File: config.mk
export PLATFORM = sky130hd
export DESIGN_NAME = psw_divider
export DESIGN_NICKNAME = d
export VERILOG_FILES = /design/src/rtl/psw_pkg.sv /design/src/rtl/psw_cfg_stage.sv /design/src/rtl/psw_main_ctr.sv /design/src/rtl/psw_swallow_ctr.sv /design/src/rtl/psw_divider.sv
export SDC_FILE = /design/constraint.sdc
export NUM_CORES = 1
export LEC_CHECK = 0
export BUFFER_PORTS_ARGS = -buffer_cell sky130_fd_sc_hd__buf_2
export CAP_MARGIN = 20
export CORE_MARGIN = 2
export CORE_UTILIZATION = 32
export CTS_BUF_LIST = sky130_fd_sc_hd__clkbuf_2
export DETAILED_ROUTE_END_ITERATION = 10
export PLACE_DENSITY = 0.5
export SYNTH_ARGS = -nofsm -noshare
export SYNTH_HDL_FRONTEND = slang
export SYNTH_SLANG_ARGS = --single-unit
File: constraint.sdc
create_clock -name pre_clk_i -period 3.2 [get_ports pre_clk_i]
set_clock_uncertainty 0.1 [all_clocks]
set_input_delay 0.16 -clock pre_clk_i [delete_from_list [all_inputs] [get_ports pre_clk_i]]
set_output_delay 0.16 -clock pre_clk_i [all_outputs]
set_load 0.01 [all_outputs]
File: src/rtl/psw_pkg.sv
package psw_pkg;

    localparam int A_W   = 6;
    localparam int B_W   = 13;
    localparam int B_MIN = 3;

    typedef struct packed {
        logic [B_W-1:0] main;
        logic [A_W-1:0] swal;
    } div_cfg_t;

    localparam div_cfg_t RST_CFG = '{main: B_W'(B_MIN), swal: '0};

    function automatic logic cfg_is_bad(input div_cfg_t raw);
        return (raw.main < B_W'(B_MIN)) || (B_W'(raw.swal) > raw.main);
    endfunction

    function automatic div_cfg_t clamp_cfg(input div_cfg_t raw);
        div_cfg_t c;
        c = raw;
        if (c.main < B_W'(B_MIN))
            c.main = B_W'(B_MIN);
        if (B_W'(c.swal) > c.main)
            c.swal = A_W'(c.main);
        return c;
    endfunction

endpackage

File: src/rtl/psw_cfg_stage.sv
module psw_cfg_stage
    import psw_pkg::*;
(
    input  logic     clk_i,
    input  logic     rst_i,
    input  logic     load_i,
    input  div_cfg_t raw_i,
    input  logic     boundary_i,
    output div_cfg_t nxt_o,
    output logic     bad_o
);

    div_cfg_t act_q;
    div_cfg_t pend_q;
    logic     pend_v_q;
    logic     bad_q;

    assign nxt_o = pend_v_q ? pend_q : act_q;
    assign bad_o = bad_q;

    always_ff @(posedge clk_i) begin
        if (rst_i) begin
            act_q    <= RST_CFG;
            pend_q   <= RST_CFG;
            pend_v_q <= 1'b0;
            bad_q    <= 1'b0;
        end else begin
            if (boundary_i)
                act_q <= nxt_o;
            if (load_i) begin
                pend_q   <= clamp_cfg(raw_i);
                pend_v_q <= 1'b1;
                bad_q    <= cfg_is_bad(raw_i);
            end else if (boundary_i) begin
                pend_v_q <= 1'b0;
            end
        end
    end

    // the pair offered to the counters is always inside the legal range
    p_clamped_r7: assert property (@(posedge clk_i) disable iff (rst_i)
        (nxt_o.main >= B_W'(B_MIN)) && (B_W'(nxt_o.swal) <= nxt_o.main));

    // a short main count raises the flag
    p_bad_flag_r7: assert property (@(posedge clk_i) disable iff (rst_i)
        (load_i && (raw_i.main < B_W'(B_MIN))) |=> bad_o);

endmodule

File: src/rtl/psw_main_ctr.sv
module psw_main_ctr
    import psw_pkg::*;
(
    input  logic           clk_i,
    input  logic           rst_i,
    input  logic [B_W-1:0] init_i,
    output logic           term_o
);

    logic [B_W-1:0] cnt_q;

    assign term_o = (cnt_q == '0);

    always_ff @(posedge clk_i) begin
        if (rst_i)
            cnt_q <= B_W'(B_MIN - 1);
        else if (term_o)
            cnt_q <= init_i - 1'b1;
        else
            cnt_q <= cnt_q - 1'b1;
    end

    // terminal count reloads from the pair chosen for the next cycle
    p_reload_r2: assert property (@(posedge clk_i) disable iff (rst_i)
        term_o |=> (cnt_q == $past(init_i) - 1'b1));

    // mid-cycle edges step the count by exactly one
    p_step_r2: assert property (@(posedge clk_i) disable iff (rst_i)
        !term_o |=> (cnt_q == $past(cnt_q) - 1'b1));

endmodule

File: src/rtl/psw_swallow_ctr.sv
module psw_swallow_ctr
    import psw_pkg::*;
(
    input  logic           clk_i,
    input  logic           rst_i,
    input  logic           reload_i,
    input  logic [A_W-1:0] init_i,
    output logic           mc_o
);

    logic [A_W-1:0] cnt_q;

    assign mc_o = (cnt_q != '0);

    always_ff @(posedge clk_i) begin
        if (rst_i)
            cnt_q <= RST_CFG.swal;
        else if (reload_i)
            cnt_q <= init_i;
        else if (cnt_q != '0)
            cnt_q <= cnt_q - 1'b1;
    end

    // a nonzero swallow count starts the cycle on the long modulus
    p_mc_start_r3: assert property (@(posedge clk_i) disable iff (rst_i)
        (reload_i && (init_i != '0)) |=> mc_o);

    // once on the short modulus, it stays there until the next cycle
    p_mc_low_hold_r3: assert property (@(posedge clk_i) disable iff (rst_i)
        (!mc_o && !reload_i) |=> !mc_o);

endmodule

File: src/rtl/psw_divider.sv
module psw_divider
    import psw_pkg::*;
(
    input  logic           pre_clk_i,
    input  logic           rst_i,
    input  logic           load_i,
    input  logic [A_W-1:0] swal_i,
    input  logic [B_W-1:0] main_i,
    output logic           mc_o,
    output logic           div_o,
    output logic           cfg_bad_o
);

    div_cfg_t raw;
    div_cfg_t nxt;
    logic     term;

    assign raw   = '{main: main_i, swal: swal_i};
    assign div_o = term;

    psw_cfg_stage u_cfg (
        .clk_i      (pre_clk_i),
        .rst_i      (rst_i),
        .load_i     (load_i),
        .raw_i      (raw),
        .boundary_i (term),
        .nxt_o      (nxt),
        .bad_o      (cfg_bad_o)
    );

    psw_main_ctr u_main (
        .clk_i  (pre_clk_i),
        .rst_i  (rst_i),
        .init_i (nxt.main),
        .term_o (term)
    );

    psw_swallow_ctr u_swal (
        .clk_i    (pre_clk_i),
        .rst_i    (rst_i),
        .reload_i (term),
        .init_i   (nxt.swal),
        .mc_o     (mc_o)
    );

    // the divided pulse lasts a single prescaler period
    p_pulse_single_r2: assert property (@(posedge pre_clk_i) disable iff (rst_i)
        div_o |=> !div_o);

endmodule

==> summary.txt <==
switching part of the total power: 0.423
power per cell area: 682 mW/mm²
Longest Clk Path Bufs: 2
Filler cells: 1049
final instance area: 0.00377 mm²
vias in the first global route: 2838
setup repair bufs after CTS: 0
die area: 0.0108 mm²
ys async rst share: 0
sequential power share: 0.398
largest cells by area after synthesis: dfxtp_1, mux2i_1, ha_1, a21oi_1, nand2_1
most frequent cells in the layout: dfxtp_1, nand2_1, a21oi_1
area share of the largest cell type after synthesis: 0.369
Starting Density: 0.329
R2R Path End: u_main.cnt_q[8]
share of layout cells above drive strength 1: 0.159
Yosys Warn Count: 0
Worst Hold Class: input port to flip-flop
H-tree levels: 3
internal power: 1.48 mW
sequential area share after synthesis: 0.369
CP endpoint kind: flip-flop
DRC: 0
Peak VDD IR: 0.000496 V
ant diodes: 0
clock-pin slew on the worst setup and hold paths: 0.18 ns
drt total wl: 8520 µm
CTS tree: built
max_cap viols: 0
Period Utilization, post-route: 0.928
# clock sinks: 59
Sequential Area: 0.00118 mm²
status: finished, final reports clean
Post-synth EDFFs: 0
CP Cell Sequence: dlygate4sd3_1 > buf_2 > nor4_2 > a31oi_1 > ha_1 > nor2b_1 > o21ai_0 > a21oi_2 > o21ai_0 > a311oi_1 > dlygate4sd3_1
1st-pass router iterations: 4
post-layout power: 2.57 mW
Synth Net Count: 414
Syn Inst Count: 378
final setup fails: 0
GRT Residual Overflow: 0
synthesized flop and latch total: 59
critical path arrival: 3.29 ns
I/O pin count: 25
PortBufs: 24
most common cell after layout, fill and taps aside: dfxtp_1
Slowest Stage Delay on Critical Path: 0.60 ns
Max Clk Rate: 0.337 GHz
Layout Nets: 459
Yosys cell types: 53
Chip Height: 104 µm
post-route ant nets: 0
R2R depth: 6
hold path endpoint: u_cfg.pend_q[3]
Worst slew margin: 0.512
largest net degree at the start of global routing: 35
area of the core: 0.00973 mm²
DR WL/cell: 15.2 µm
FF-to-FF setup slack: 0.72 ns
Setup CP Type: input port to flip-flop
fin crit period: 2.97 ns
GR Util All Layers: 0.164
WP data required: 3.52 ns
power share of the clock group: 0.153
Layout area overhead: 17.9%
Slowest-stage cell, CP: dlygate4sd3_1
first-pass GRT wire length: 14300 µm
Worst-Margin Slew: 0.728 ns
syn avg cell area: 8.46 µm²
R2R Path Start: u_cfg.pend_v_q
crit path launch type: input port
CTS Buf Count: 9
dpl cell area: 0.00344 mm²
Die W: 104 µm
Root Driver: clkbuf_2
Max Slew Vio Count: 0
mapped cell area: 0.00320 mm²
initial antenna violation count: 0
CP max FO: 8
Final Hold Vio Count: 0
Top FF cell, synth: dfxtp_1
Multi-input gate area: 0.00188 mm²
Core Rows: 36
Clock Latency Late Sink: 0.51 ns
Logic pwr share: 0.449
drt via density: 5.17
routed vias: 2900
Worst Hold Launch: main_i[3]
post-DP HPWL: 6030 µm
setup_tns: 0 ns
P_leak: 1.50 nW
P_sw: 1.09 mW
RSZ-0062 raised after global routing: false
hold path depth: 4
GP Congestion: 0.873
DRT iter0 DRCs: 127
cell taking the most area after synthesis: dfxtp_1
==> area by class of cell <==
| cell class | count | share of cell area |
|---|---|---|
| clock buffer | 11 | 0.0146 |
| tap | 133 | 0.0441 |
| multi-input combinational | 280 | 0.497 |
| clock inverter | 5 | 0.00796 |
| timing repair buffer | 52 | 0.102 |
| inverter | 21 | 0.0209 |
| sequential | 59 | 0.313 |
==> critical path: cells and delay by family <==
family                   cells  cell delay (ns)
buffers and inverters        3             1.27
AO/OA/AOI/OAI                5             1.10
AND/OR/NAND/NOR              2             0.45
adder cells (fa/ha/maj)      1             0.33
==> state kept, by name (all words and copies together), names as in the netlist <==
register / count
u_cfg.act_q: 19
u_cfg.bad_o: 1
u_cfg.pend_q: 19
u_cfg.pend_v_q: 1
u_main.cnt_q: 13
u_swal.cnt_q: 6
==> repair_timing <==
action                                  CTS  global route
hold buffers                             22             0
endpoints found under the setup margin    0             1
endpoints found under the hold margin    38             0
resized for setup                         0             5
==> cells by family after synthesis <==
kind of cell	share of synthesized area
buffers and inverters	0.0516
adder cells (fa/ha/maj)	0.0548
flip-flops	0.369
multiplexers	0.107
XOR/XNOR	0.0109
AO/OA/AOI/OAI	0.205
AND/OR/NAND/NOR	0.201
==> power by group through the flow <==
stage / logic, mW / registers [mW] / clock network [mW]
6_report: 1.16 / 1.02 / 0.394
3_3_place_gp: 1.10 / 1.04 / 0
2_1_floorplan: 0.893 / 0.999 / 0
5_1_grt: 1.32 / 1.05 / 0.443
3_5_place_dp: 1.13 / 1.04 / 0
4_1_cts: 1.15 / 1.02 / 0.417
==> Yosys cell counts, drive strengths merged, types with 7 or more instances <==
| master | count |
|---|---|
| a21oi | 34 |
| dfxtp | 59 |
| mux2 | 9 |
| ha | 14 |
| o21ai | 13 |
| a211oi | 11 |
| nor3b | 7 |
| clkbuf | 9 |
| buf | 9 |
| mux2i | 24 |
| nand2 | 44 |
| nor3 | 14 |
| nor2 | 31 |
| inv | 21 |
==> metrics by stage <==
stage / std cells / hold slack [ns] / util / worst slack (ns)
finish: 561 / 0.0667 / 0.388 / 0.231
global route: 561 / 0.0291 / 0.388 / 0.0443
floorplan: 378 / 0.207 / - / 0.431
CTS: 561 / 0.00593 / 0.385 / 0.0231
detailed placement: 523 / 0.326 / 0.354 / 0.440
global placement: 523 / 0.316 / 0.354 / 0.509
==> layer usage <==
metal	wire (µm)	share of wire	vias up	GRT usage
met5	0	0	-	0
met4	123	0.014	0	0.0521
met3	347	0.041	15	0.0439
met2	3860	0.45	54	0.258
met1	4190	0.49	1364	0.220
li1	-	-	1467	-
==> worst max-delay path by stage <==
stage / startpoint / to / slack, ns
after CTS: main_i[8] / u_cfg.pend_q[4] / 0.02
after global routing: main_i[8] / u_cfg.pend_q[4] / 0.04
final: main_i[8] / u_cfg.pend_q[4] / 0.23
after detailed placement: main_i[3] / u_cfg.pend_q[5] / 0.44
after floorplan: u_cfg.pend_v_q / u_main.cnt_q[12] / 0.43
after global placement: main_i[3] / u_cfg.pend_q[2] / 0.51
No activity file was read; power rests on OpenSTA's default activity.
